<file path="config.mk">
export PLATFORM = sky130hd
export DESIGN_NAME = sq_flush_unit
export DESIGN_NICKNAME = d
export VERILOG_FILES = /design/src/rtl/sq_pkg.sv /design/src/rtl/sq_ctrl.sv /design/src/rtl/sq_datapath.sv /design/src/rtl/sq_flush_unit.sv
export SDC_FILE = /design/constraint.sdc
export NUM_CORES = 1
export LEC_CHECK = 0
export BUFFER_PORTS_ARGS = -buffer_cell sky130_fd_sc_hd__buf_4
export CAP_MARGIN = 20
export CORE_MARGIN = 1
export CORE_UTILIZATION = 53
export DETAILED_ROUTE_END_ITERATION = 12
export PLACE_DENSITY_LB_ADDON = 0.1
export SETUP_SLACK_MARGIN = 0.1
export SLEW_MARGIN = 20
export SYNTH_ARGS = -nofsm -noshare
export SYNTH_HDL_FRONTEND = slang
export SYNTH_SLANG_ARGS = --single-unit
</file>
<file path="constraint.sdc">
create_clock -name clk -period 2.2 [get_ports clk]
set_input_delay 0.11 -clock clk [delete_from_list [all_inputs] [get_ports clk]]
set_output_delay 0.11 -clock clk [all_outputs]
set_load 0.05 [all_outputs]
</file>
<file path="src/rtl/sq_pkg.sv">
package sq_pkg;
  localparam int PA_W      = 29;
  localparam int LINE_OFS  = 5;
  localparam int PPN_W     = PA_W - 10;
  localparam logic [5:0] SQ_WINDOW_TAG = 6'b111000;

  typedef enum logic [1:0] {ST_IDLE, ST_XLATE, ST_BURST} sq_state_e;

  typedef enum logic [1:0] {PG_1K = 2'b00, PG_4K = 2'b01, PG_64K = 2'b10, PG_1M = 2'b11} pg_size_e;

  typedef struct packed {
    logic trigLoad;
    logic useXlat;
    logic xlLoad;
    logic beatFire;
  } sq_strobe_t;
endpackage

</file>
<file path="src/rtl/sq_ctrl.sv">
module sq_ctrl
  import sq_pkg::*;
(
  input  logic       clk,
  input  logic       rstN,
  input  logic       mmuOn,
  input  logic       pfValid,
  input  logic [5:0] pfTag,
  input  logic       wrValid,
  input  logic       wrQueue,
  input  logic       activeQ,
  input  logic       beatLast,
  input  logic       xlRspValid,
  input  logic       xlHit,
  input  logic       xlFault,
  input  logic       memReady,
  output logic       pfReady,
  output logic       wrStall,
  output logic       xlReq,
  output logic       xlErr,
  output logic       memValid,
  output sq_strobe_t strobe
);
  sq_state_e state, stateNext;
  logic      busy;
  logic      errNext;

  assign busy    = (state != ST_IDLE);
  assign pfReady = !busy;
  assign wrStall = wrValid && busy && (wrQueue == activeQ);
  assign xlReq   = (state == ST_XLATE);
  assign memValid = (state == ST_BURST);

  always_comb begin
    stateNext = state;
    strobe    = '0;
    errNext   = 1'b0;
    unique case (state)
      ST_IDLE: begin
        if (pfValid && (pfTag == SQ_WINDOW_TAG)) begin
          strobe.trigLoad = 1'b1;
          strobe.useXlat  = mmuOn;
          stateNext       = mmuOn ? ST_XLATE : ST_BURST;
        end
      end
      ST_XLATE: begin
        if (xlRspValid) begin
          if (xlHit && !xlFault) begin
            strobe.xlLoad = 1'b1;
            stateNext     = ST_BURST;
          end else begin
            errNext   = 1'b1;
            stateNext = ST_IDLE;
          end
        end
      end
      ST_BURST: begin
        if (memReady) begin
          strobe.beatFire = 1'b1;
          if (beatLast) stateNext = ST_IDLE;
        end
      end
      default: stateNext = ST_IDLE;
    endcase
  end

  always_ff @(posedge clk) begin
    if (!rstN) begin
      state <= ST_IDLE;
      xlErr <= 1'b0;
    end else begin
      state <= stateNext;
      xlErr <= errNext;
    end
  end
endmodule

</file>
<file path="src/rtl/sq_datapath.sv">
module sq_datapath
  import sq_pkg::*;
#(
  parameter int WORDS  = 8,
  parameter int DATA_W = 32,
  localparam int IDX_W = $clog2(WORDS),
  localparam int BYTES = DATA_W / 8
) (
  input  logic              clk,
  input  logic              rstN,
  input  sq_strobe_t        strobe,
  input  logic [2:0]        areaHi0,
  input  logic [2:0]        areaHi1,
  input  logic [31:0]       pfAddr,
  input  logic              wrAccept,
  input  logic              wrQueue,
  input  logic [IDX_W-1:0]  wrIdx,
  input  logic [DATA_W-1:0] wrData,
  input  logic [BYTES-1:0]  wrByteEn,
  input  logic [PPN_W-1:0]  xlPpn,
  input  logic [1:0]        xlPageSize,
  output logic              activeQ,
  output logic              beatLast,
  output logic [31:0]       xlVaddr,
  output logic [PA_W-1:0]   memAddr,
  output logic [DATA_W-1:0] memData,
  output logic              memLast
);
  logic [DATA_W-1:0] qMem [2][WORDS];
  logic [31:0]       trigAddr;
  logic [PA_W-1:0]   physAddr;
  logic [IDX_W-1:0]  beatIdx;
  logic [2:0]        areaSel;

  function automatic logic [PPN_W-1:0] mergePage(logic [PPN_W-1:0] ppn,
                                                 logic [PPN_W-1:0] va,
                                                 pg_size_e sz);
    logic [PPN_W-1:0] keep;
    case (sz)
      PG_1K:   keep = '0;
      PG_4K:   keep = PPN_W'(19'h00003);
      PG_64K:  keep = PPN_W'(19'h0003F);
      default: keep = PPN_W'(19'h003FF);
    endcase
    return (ppn & ~keep) | (va & keep);
  endfunction

  // Byte-lane storage for both buffers
  for (genvar q = 0; q < 2; q++) begin : g_queue
    for (genvar w = 0; w < WORDS; w++) begin : g_word
      for (genvar b = 0; b < BYTES; b++) begin : g_lane
        always_ff @(posedge clk) begin
          if (wrAccept && (wrQueue == 1'(q)) && (wrIdx == IDX_W'(w)) && wrByteEn[b])
            qMem[q][w][8*b +: 8] <= wrData[8*b +: 8];
        end
      end
    end
  end

  assign areaSel = pfAddr[LINE_OFS] ? areaHi1 : areaHi0;

  always_ff @(posedge clk) begin
    if (!rstN) begin
      trigAddr <= '0;
      physAddr <= '0;
      activeQ  <= 1'b0;
      beatIdx  <= '0;
    end else begin
      if (strobe.trigLoad) begin
        trigAddr <= pfAddr;
        activeQ  <= pfAddr[LINE_OFS];
        beatIdx  <= '0;
        if (!strobe.useXlat)
          physAddr <= {areaSel, pfAddr[25:LINE_OFS], {LINE_OFS{1'b0}}};
      end
      if (strobe.xlLoad)
        physAddr <= {mergePage(xlPpn, trigAddr[PA_W-1:10], pg_size_e'(xlPageSize)),
                     trigAddr[9:LINE_OFS], {LINE_OFS{1'b0}}};
      if (strobe.beatFire)
        beatIdx <= beatIdx + 1'b1;
    end
  end

  assign beatLast = (beatIdx == IDX_W'(WORDS - 1));
  assign memLast  = beatLast;
  assign memAddr  = physAddr;
  assign memData  = qMem[activeQ][beatIdx];
  assign xlVaddr  = trigAddr;
endmodule

</file>
<file path="src/rtl/sq_flush_unit.sv">
module sq_flush_unit
  import sq_pkg::*;
#(
  parameter int WORDS  = 8,
  parameter int DATA_W = 32,
  localparam int IDX_W = $clog2(WORDS),
  localparam int BYTES = DATA_W / 8
) (
  input  logic              clk,
  input  logic              rstN,
  input  logic              mmuOn,
  input  logic [2:0]        areaHi0,
  input  logic [2:0]        areaHi1,
  input  logic              wrValid,
  input  logic              wrQueue,
  input  logic [IDX_W-1:0]  wrIdx,
  input  logic [DATA_W-1:0] wrData,
  input  logic [BYTES-1:0]  wrByteEn,
  output logic              wrStall,
  input  logic              pfValid,
  input  logic [31:0]       pfAddr,
  output logic              pfReady,
  output logic              xlReq,
  output logic [31:0]       xlVaddr,
  input  logic              xlRspValid,
  input  logic              xlHit,
  input  logic              xlFault,
  input  logic [PPN_W-1:0]  xlPpn,
  input  logic [1:0]        xlPageSize,
  output logic              xlErr,
  output logic              memValid,
  output logic [PA_W-1:0]   memAddr,
  output logic [DATA_W-1:0] memData,
  output logic              memLast,
  input  logic              memReady
);
  sq_strobe_t strobe;
  logic       activeQ;
  logic       beatLast;

  sq_ctrl u_ctrl (
    .clk        (clk),
    .rstN       (rstN),
    .mmuOn      (mmuOn),
    .pfValid    (pfValid),
    .pfTag      (pfAddr[31:26]),
    .wrValid    (wrValid),
    .wrQueue    (wrQueue),
    .activeQ    (activeQ),
    .beatLast   (beatLast),
    .xlRspValid (xlRspValid),
    .xlHit      (xlHit),
    .xlFault    (xlFault),
    .memReady   (memReady),
    .pfReady    (pfReady),
    .wrStall    (wrStall),
    .xlReq      (xlReq),
    .xlErr      (xlErr),
    .memValid   (memValid),
    .strobe     (strobe)
  );

  sq_datapath #(.WORDS(WORDS), .DATA_W(DATA_W)) u_dp (
    .clk        (clk),
    .rstN       (rstN),
    .strobe     (strobe),
    .areaHi0    (areaHi0),
    .areaHi1    (areaHi1),
    .pfAddr     (pfAddr),
    .wrAccept   (wrValid && !wrStall),
    .wrQueue    (wrQueue),
    .wrIdx      (wrIdx),
    .wrData     (wrData),
    .wrByteEn   (wrByteEn),
    .xlPpn      (xlPpn),
    .xlPageSize (xlPageSize),
    .activeQ    (activeQ),
    .beatLast   (beatLast),
    .xlVaddr    (xlVaddr),
    .memAddr    (memAddr),
    .memData    (memData),
    .memLast    (memLast)
  );
endmodule

</file>
==> impl_metrics.yaml, run 1 <==
floorplan:
  core_area_mm2: 0.04111
  start_util: 0.5405
  rows: 74
  io_pins: 207
  die_w_um: 206.8
  die_area_mm2: 0.04275
  die_h_um: 206.8
run_status:
  status: "finished, violations left"
  violations: "design-rule violations, negative setup slack"
setup_path:
  slowest_stage: "mux4_2"
  required_ns: 2.09
  crit_family: "buffers and inverters"
  endpoint_kind: "output port"
  r2r_setup_slack_ns: 0.26
  startpoint_type: "flop"
  crit_path_frequent_cell: "buf_12"
  path_cells: "buf_12 > buf_16 > buf_12 > mux4_2 > a22oi_2 > nand2_1 > buf_6"
  cp.arrival_ns: 2.44
  critPathMaxStageDelay_ns: 0.51
  cp_max_fo: 9
  criticalPathCategory: "reg -> out"
  critPathBufInv: 4
route:
  wirelength_um: 53110
  ant_nets: 0
  wl_per_cell_um: 24.38
  first_pass_iters: 12
  drt-vias-per-instance: 5.803
  drc: 1
  vias: 12640
  drt-initial-drc-count: 914
synth:
  ys_seq_area_frac: 0.7486
  ys_warn_count: 0
  synth_ff_type: "edfxtp_1"
  synth_area_mm2: 0.02222
  ys_async_sr_fraction: 0
  synth.distinct_cells: 37
  synth_edf_count: 512
  synth_cells: 1183
  syn_avg_cell_area_um2: 18.78
  ys_ff_latch: 575
pwr:
  leakagePower_nw: 9.905
  power_density_mw_per_mm2: 757.9
  ir_drop_uv: 564.7
timing:
  holdWs_ns: 0.05255
  fin_ws_ns: -0.3477
  min_period_ns: 2.548
  setup_viol: 32
  tightest_slew_ns: 0.6733
  fin_crit_sh: 1.158
  slew_headroom: 0.5512
  hold_viol: 0
  max_freq_ghz: 0.3925
  tns_ns: -9.154
  grt_setup_unrepaired: "true"
  slew_violations: 0
  finalClockSkew_ns: 0.01200
clock_network:
  htree_num_levels: 2
  clock_sinks: 575
  clk_latency_ns: 0.60
  root_buffer: "clkbuf_16"
  clk_pin_slew_worst_paths_ns: 0.06
  cts_buffers: 56
  cts_tree: "done"
  cts.path.max_buffers: 3
global_route:
  grt_max_degree: 41
  grt_overflow: 0
  grt_pass1_wl_um: 79410
  track_usage: 0.2563
  antenna_found_initial: 0
  grt_pass1_vias: 13050
placed_design:
  dpl.cell_count: 1944
  place_congestion: 0.7665
  place_area_mm2: 0.02514
  io_buffer_count: 201
  detailed_place_hpwl_um: 31110
cells_and_area:
  diodes: 0
  finalNonFillerCells: 2178
  drive_above_1_share: 0.3937
  nets: 1714
  utilization: 0.7039
  fin_area_mm2: 0.02894
  syn2layout_area_growth_pct: 30.22
hold_path:
  hold_class: "in -> reg"
run:
  drv_cap: 0
==> stage by stage <==
step	setup WS [ns]	power, mW
after floorplan	0.02265	12.44
final	-0.3477	21.93
after global routing	-0.4244	22.55
after global placement	0.1744	12.80
after detailed placement	0.1579	12.82
after CTS	-0.3734	22.04
==> cell type report <==
cell class                 instances  area (um^2)
sequential                       575        16650
fill                            2572        12170
multi-input combinational        521         5585
timing repair buffer             443         4264
clock buffer                      76         1538
tap                              532        665.6
clock inverter                    24        211.5
inverter                           7        26.28
==> flip-flops by register name (all words and copies together) (netlist names), named ones only <==
name          cells
u_ctrl.xlErr      1
u_dp.memAddr     24
u_dp.qMem       512
u_ctrl.state      2
u_dp.xlVaddr     32
u_dp.beatIdx      3
==> worst paths after layout <==
path | end | startpoint | depth (start not counted)
min | u_dp.memAddr[26] | mmuOn | 4
max reg2reg | u_dp.memAddr[25] | u_ctrl.state[1] | 6
min reg2reg | u_dp.xlVaddr[4] | u_dp.xlVaddr[4] | 2
max | memData[4] | flop | 7
==> per-layer routing <==
| layer | vias up | track usage | part of all wire |
|---|---|---|---|
| li1 | 5640 | - | - |
| met1 | 6463 | 0.3529 | 0.41 |
| met2 | 468 | 0.4142 | 0.49 |
| met3 | 67 | 0.04615 | 0.067 |
| met4 | 0 | 0.09202 | 0.025 |
| met5 | - | 0 | 0 |
==> report_power, final <==
| part | switching [mW] | internal [mW] | leakage [nW] |
|---|---|---|---|
| sequential | 0.0166 | 11.9 | 5.12 |
| combinational | 0.442 | 0.351 | 3.92 |
| clock | 3.85 | 5.32 | 0.859 |
| total | 4.31 | 17.6 | 9.90 |
==> tightest hold or removal path: stages <==
cell and delay, ns:
buf_4 0.08, nand4b_1 0.14, buf_4 0.16, o211ai_1 0.09
==> cells in the mapped netlist, drive strengths merged, types with 3 or more instances <==
master | n | area (um^2)
nor2 | 26 | 97.59
o2111ai | 4 | 35.03
nor4 | 12 | 75.07
and3 | 5 | 31.28
a22oi | 64 | 480.5
inv | 6 | 22.52
mux2i | 21 | 210.2
nor3 | 37 | 185.2
dfxtp | 63 | 1261
clkbuf | 49 | 183.9
mux2 | 11 | 123.9
nand2 | 89 | 334.1
nor2b | 5 | 31.28
nand4 | 5 | 31.28
mux4 | 128 | 2883
nand2b | 7 | 43.79
edfxtp | 512 | 15370
buf | 35 | 241.5
o211ai | 3 | 22.52
a21oi | 53 | 265.3
o21ai | 22 | 110.1
nand3 | 11 | 55.05
==> placed cells by master, fill, tap and decap left out, types with 12 or more instances in the layout <==
master,count
edfxtp_1,512
buf_4,265
mux4_2,128
dlygate4sd3_1,100
nand2_1,84
dfxtp_1,59
clkbuf_16,58
a21oi_1,53
a22oi_2,50
buf_6,40
nor3_1,25
nor2_1,24
o21ai_0,21
mux2i_1,21
buf_12,21
clkbuf_1,15
a22oi_1,14
nor3_2,12
nor4_2,12
==> cells by family (layout without fill, tap and decap cells) <==
kind of cell | Yosys count | in the layout | synth area share
flip-flops | 575 | 575 | 0.7486
AND/OR/NAND/NOR | 206 | 206 | 0.04296
multiplexers | 160 | 160 | 0.1448
AO/OA/AOI/OAI | 147 | 147 | 0.04161
buffers and inverters | 91 | 550 | 0.02033
adder cells (fa/ha/maj) | 2 | 2 | 0.001126
other | 1 | 5 | 0.0001688
XOR/XNOR | 1 | 1 | 0.0003942
==> timing repair <==
item,4_1_cts,5_1_grt
hold buffers,100,0
gates cloned,9,1
hold endpoints to repair,572,0
resized for setup,98,29
setup endpoints to repair,32,39
pin swaps,29,20
setup buffers,18,9
Power figures use the tool's default switching activity.
==> run 2, diff against run 1 <==
--- a/config.mk
+++ b/config.mk
@@ -8,10 +8,11 @@
 export BUFFER_PORTS_ARGS = -buffer_cell sky130_fd_sc_hd__buf_4
 export CAP_MARGIN = 20
 export CORE_MARGIN = 1
-export CORE_UTILIZATION = 53
+export CORE_UTILIZATION = 55
 export DETAILED_ROUTE_END_ITERATION = 12
 export PLACE_DENSITY_LB_ADDON = 0.1
 export SETUP_SLACK_MARGIN = 0.1
+export SKIP_CTS_REPAIR_TIMING = 1
 export SLEW_MARGIN = 20
 export SYNTH_ARGS = -nofsm -noshare
 export SYNTH_HDL_FRONTEND = slang
==> constraint.sdc (replaced) <==
create_clock -name clk -period 2.7 [get_ports clk]
set_input_delay 0.135 -clock clk [delete_from_list [all_inputs] [get_ports clk]]
set_output_delay 0.135 -clock clk [all_outputs]
set_load 0.05 [all_outputs]
==> run 2 against run 1 <==
The flow finishes with violations (negative hold slack). Largest cell class unchanged. Clock power decreased by 21%. Critical path depth is 1 lower. Worst setup slack improved by 0.45 ns. Hold slack got worse by 0.076 ns. Die area shrank 3.6%.
==> impl_metrics.yaml, run 2 (synthesis results as in run 1) <==
route:
  vias: 12480
  drt-vias-per-instance: 5.887
  drt-initial-drc-count: 1018
  first_pass_iters: 5
  ant_nets: 0
  wirelength_um: 52010
  drc: 0
  wl_per_cell_um: 24.53
setup_path:
  cp_max_fo: 11
  critPathMaxStageDelay_ns: 0.51
  r2r_cells: 6
  crit_family: "buffers and inverters"
  reg2reg_from: "u_ctrl.state[1]"
  slowest_stage: "mux4_2"
  endpoint_kind: "output port"
  cp.arrival_ns: 2.46
  startpoint_type: "flop"
  critPathBufInv: 3
  r2r_setup_slack_ns: 0.38
  path_cells: "buf_12 > clkbuf_16 > mux4_2 > a22oi_1 > nand2_1 > buf_4"
  criticalPathCategory: "reg -> out"
  required_ns: 2.57
  r2r-end: "u_dp.memAddr[27]"
cells_and_area:
  final_common_cell: "edfxtp_1"
  drive_above_1_share: 0.3455
  n_fill_cell: 2629
  nets: 1662
  largest_register_ffs: 512
  top_register: "u_dp.qMem"
  diodes: 0
  syn2layout_area_growth_pct: 24.85
  mostFrequentLayoutCells: "edfxtp_1 (512), buf_4 (285), mux4_2 (128), nand2_1 (89), dlygate4sd3_1 (85)"
clock_network:
  clock_sinks: 575
  cts_buffers: 56
  cts_tree: "done"
  htree_num_levels: 2
  cts.path.max_buffers: 3
  clk_latency_ns: 0.60
  root_buffer: "clkbuf_16"
  clk_pin_slew_worst_paths_ns: 0.06
placed_design:
  place_congestion: 0.7586
  detailed_place_hpwl_um: 30220
  io_buffer_count: 201
  dp_slack_ns: 0.6198
timing:
  tns_ns: 0
  grt_setup_unrepaired: "true"
  min_period_ns: 2.596
  max_freq_ghz: 0.3852
  slew_violations: 0
  tightest_slew_ns: 0.7720
  finalClockSkew_ns: 0.01188
  hold_viol: 1
  fin_crit_sh: 0.9614
  setup_viol: 0
  holdWs_ns: -0.02314
  fin_ws_ns: 0.1042
  slew_headroom: 0.4853
global_route:
  track_usage: 0.2447
  grt_overflow: 0
  grt_pass1_wl_um: 74700
  grt_pass1_vias: 12510
  grt_max_degree: 43
  antenna_found_initial: 0
floorplan:
  die_w_um: 203.0
  die_area_mm2: 0.04121
  core_area_mm2: 0.03982
  rows: 73
  start_util: 0.5580
  die_h_um: 203.0
  io_pins: 207
pwr:
  ir_drop_uv: 478.4
  leakagePower_nw: 9.476
  power_density_mw_per_mm2: 634.3
hold_path:
  hold_class: "in -> reg"
  hold_depth: 4
  worstHoldStart: "xlPpn[1]"
  whs_endpoint: "u_dp.memAddr[11]"
run_status:
  violations: "negative hold slack"
  status: "finished, violations left"
run:
  drv_cap: 0
## run 2: cell types whose count changed in the layout (fill, tap and decap cells not counted), moves of 13 or more
cell           change
a22oi_1           +36
a22oi_2           -36
buf_12            -13
buf_4             +20
buf_6             -36
dlygate4sd3_1     -15
## run 2: per-layer routing
metal / vias up / global-route usage / part of all wire
met3: 87 / 0.05987 / 0.076
met1: 6369 / 0.3311 / 0.41
li1: 5539 / - / -
met2: 486 / 0.3929 / 0.48
met4: 0 / 0.08217 / 0.026
met5: - / 0 / 0
## run 2: per-stage QoR
stage                     std cells  total power [mW]  cell area [um^2]  utilization
after floorplan                1187             10.13             22240            -
after global placement         1920             10.43             24860       0.6243
after detailed placement       1920             10.45             24860       0.6243
after CTS                      2021             17.61             26540       0.6663
after global routing           2120             18.07             27740       0.6967
final                          2120             17.60             27740       0.6967
## run 2: final cells by class
| type | count | area, um^2 | share of cell area |
|---|---|---|---|
| Inverter | 7 | 26.28 | 0.0009471 |
| Timing Repair Buffer | 390 | 3406 | 0.1228 |
| Clock buffer | 75 | 1494 | 0.05385 |
| Tap cell | 525 | 656.9 | 0.02368 |
| Clock inverter | 26 | 180.2 | 0.006494 |
| Sequential cell | 575 | 16640 | 0.5999 |
| Multi-Input combinational cell | 522 | 5336 | 0.1924 |
## run 2: how the worst max path moves through the flow
| stage | from | to | slack, ns | cells past startpoint |
|---|---|---|---|---|
| floorplan | u_ctrl.state[1] | u_dp.qMem[0][224] | 0.23 | 3 |
| global placement | flop | memData[26] | 0.63 | 5 |
| detailed placement | flop | memData[26] | 0.62 | 5 |
| CTS | flop | memData[26] | -0.03 | 5 |
| global route | flop | memData[6] | 0.03 | 6 |
| finish | flop | memData[30] | 0.10 | 6 |
## run 2: worst min-delay path, delay by kind of cell
kind | cells | cell delay, ns
compound gates | 2 | 0.17
mux | 1 | 0.14
buf+inv | 1 | 0.08
## run 2: power breakdown
group / switching [mW] / internal (mW)
Sequential: 0.0137 / 9.73
Combinational: 0.353 / 0.261
Clock: 3.18 / 4.06
Total: 3.55 / 14.1
==> run 3, diff against run 2 <==
--- a/config.mk
+++ b/config.mk
@@ -17,3 +17,4 @@
 export SYNTH_ARGS = -nofsm -noshare
 export SYNTH_HDL_FRONTEND = slang
 export SYNTH_SLANG_ARGS = --single-unit
+export TNS_END_PERCENT = 30
==> constraint.sdc (replaced) <==
create_clock -name clk -period 3.05 [get_ports clk]
set_input_delay 0.1525 -clock clk [delete_from_list [all_inputs] [get_ports clk]]
set_output_delay 0.1525 -clock clk [all_outputs]
set_load 0.05 [all_outputs]
==> run 3 against run 2 <==
The run still ends with negative hold slack left. Sequential share of layout area up 0.38 points. Worst setup slack better by 0.21 ns. Clock skew about the same. Clock-buffer cell count down 3. Register-to-register slack better by 0.43 ns. Combinational power down 11%. Highest routed layer unchanged.
==> impl_metrics.yaml, run 3 (synthesis results as in run 1) <==
run_status:
  status: "finished, violations left"
  violations: "negative hold slack"
cells_and_area:
  drive_above_1_share: 0.3361
  diodes: 0
  nets: 1658
  syn2layout_area_growth_pct: 24.07
  utilization: 0.6923
  top_register: "u_dp.qMem"
  fin_area_mm2: 0.02757
  largest_register_ffs: 512
  finalNonFillerCells: 2120
  final_common_cell: "edfxtp_1"
  mostFrequentLayoutCells: "edfxtp_1 (512), buf_4 (295), mux4_2 (128), nand2_1 (89), dlygate4sd3_1 (83)"
clock_network:
  cts_tree: "done"
  htree_num_levels: 2
  clock_sinks: 575
  clk_pin_slew_worst_paths_ns: 0.06
  cts.path.max_buffers: 3
  cts_buffers: 56
  root_buffer: "clkbuf_16"
  clk_latency_ns: 0.60
timing:
  holdWs_ns: -0.04355
  slew_headroom: 0.3910
  tns_ns: 0
  finalClockSkew_ns: 0.01216
  hold_viol: 8
  max_freq_ghz: 0.3660
  fin_crit_sh: 0.8958
  min_period_ns: 2.732
  setup_viol: 0
  grt_setup_unrepaired: "false"
  tightest_slew_ns: 0.9102
  slew_violations: 0
route:
  drc: 0
  ant_nets: 0
  wirelength_um: 51050
  drt-initial-drc-count: 916
  vias: 12460
  drt-vias-per-instance: 5.878
  wl_per_cell_um: 24.08
  first_pass_iters: 5
global_route:
  grt_pass1_wl_um: 75600
  track_usage: 0.2497
  grt_max_degree: 49
  grt_pass1_vias: 12500
  grt_overflow: 0
  antenna_found_initial: 0
run:
  drv_cap: 0
placed_design:
  place_congestion: 0.7622
  detailed_place_hpwl_um: 31850
  place_area_mm2: 0.02486
  io_buffer_count: 201
  dpl.cell_count: 1919
floorplan:
  die_h_um: 203.0
  rows: 73
  start_util: 0.5580
  core_area_mm2: 0.03982
  die_area_mm2: 0.04121
  io_pins: 207
  die_w_um: 203.0
setup_path:
  endpoint_kind: "output port"
  startpoint_type: "flop"
  criticalPathCategory: "reg -> out"
  required_ns: 2.90
  cp.arrival_ns: 2.58
  cp_max_fo: 25
pwr:
  leakagePower_nw: 9.458
  ir_drop_uv: 394.5
  power_density_mw_per_mm2: 575.8
hold_path:
  hold_class: "in -> reg"
==> run 3: cell count changes in the layout (fill, tap and decap cells not counted), sizes merged <==
cell / delta
clkinv: +7
bufinv: +3
inv: -1
clkbuf: -7
nor2: -1
dlygate4sd3: -2
clkinvlp: -2
buf: +3
==> run 3: through the flow <==
stage	total power, mW	worst slack [ns]
6_report	15.87	0.3178
5_1_grt	16.32	0.2169
4_1_cts	15.91	0.1136
3_5_place_dp	9.258	0.7758
3_3_place_gp	9.242	0.7680
2_1_floorplan	8.965	0.2438
==> run 3: area by class of cell <==
type | instances | area (um^2)
clock buffer | 72 | 1483
timing repair buffer | 387 | 3226
clock inverter | 33 | 281.5
inverter | 7 | 26.28
tap | 525 | 656.9
fill | 2558 | 12250
sequential | 575 | 16640
multi-input combinational | 521 | 5253
==> run 3: path summary, 6_finish.rpt <==
| path | from | end | slack, ns | depth (start not counted) |
|---|---|---|---|---|
| worst max register to register | u_ctrl.state[1] | u_dp.qMem[0][81] | 0.81 | 4 |
| worst min register to register | u_dp.xlVaddr[21] | u_dp.xlVaddr[21] | 0.47 | 2 |
| worst min-delay path | xlPpn[1] | u_dp.memAddr[11] | -0.04 | 4 |
| worst max-delay path | u_dp.beatIdx[0] | memData[8] | 0.32 | 5 |
==> run 3: worst max-delay path: stages (launching register included) <==
cell and delay (ns):
dfxtp_4 0.62, buf_4 0.37, mux4_2 0.35, a22oi_1 0.35, nand2_1 0.10, buf_4 0.20
==> run 3: power breakdown <==
group	switching [mW]	leakage [nW]	internal, mW
Combinational	0.318	3.48	0.227
Clock	2.86	0.860	3.84
Sequential	0.0124	5.12	8.61
Total	3.19	9.46	12.7
==> run 3: per-layer routing <==
layer  global-route usage  vias up  share of wire
li1                     -     5515              -
met1               0.3509     6420           0.42
met5                    0        -              0
met3              0.05827       64          0.066
met4              0.05559        0          0.017
met2               0.4023      462           0.50
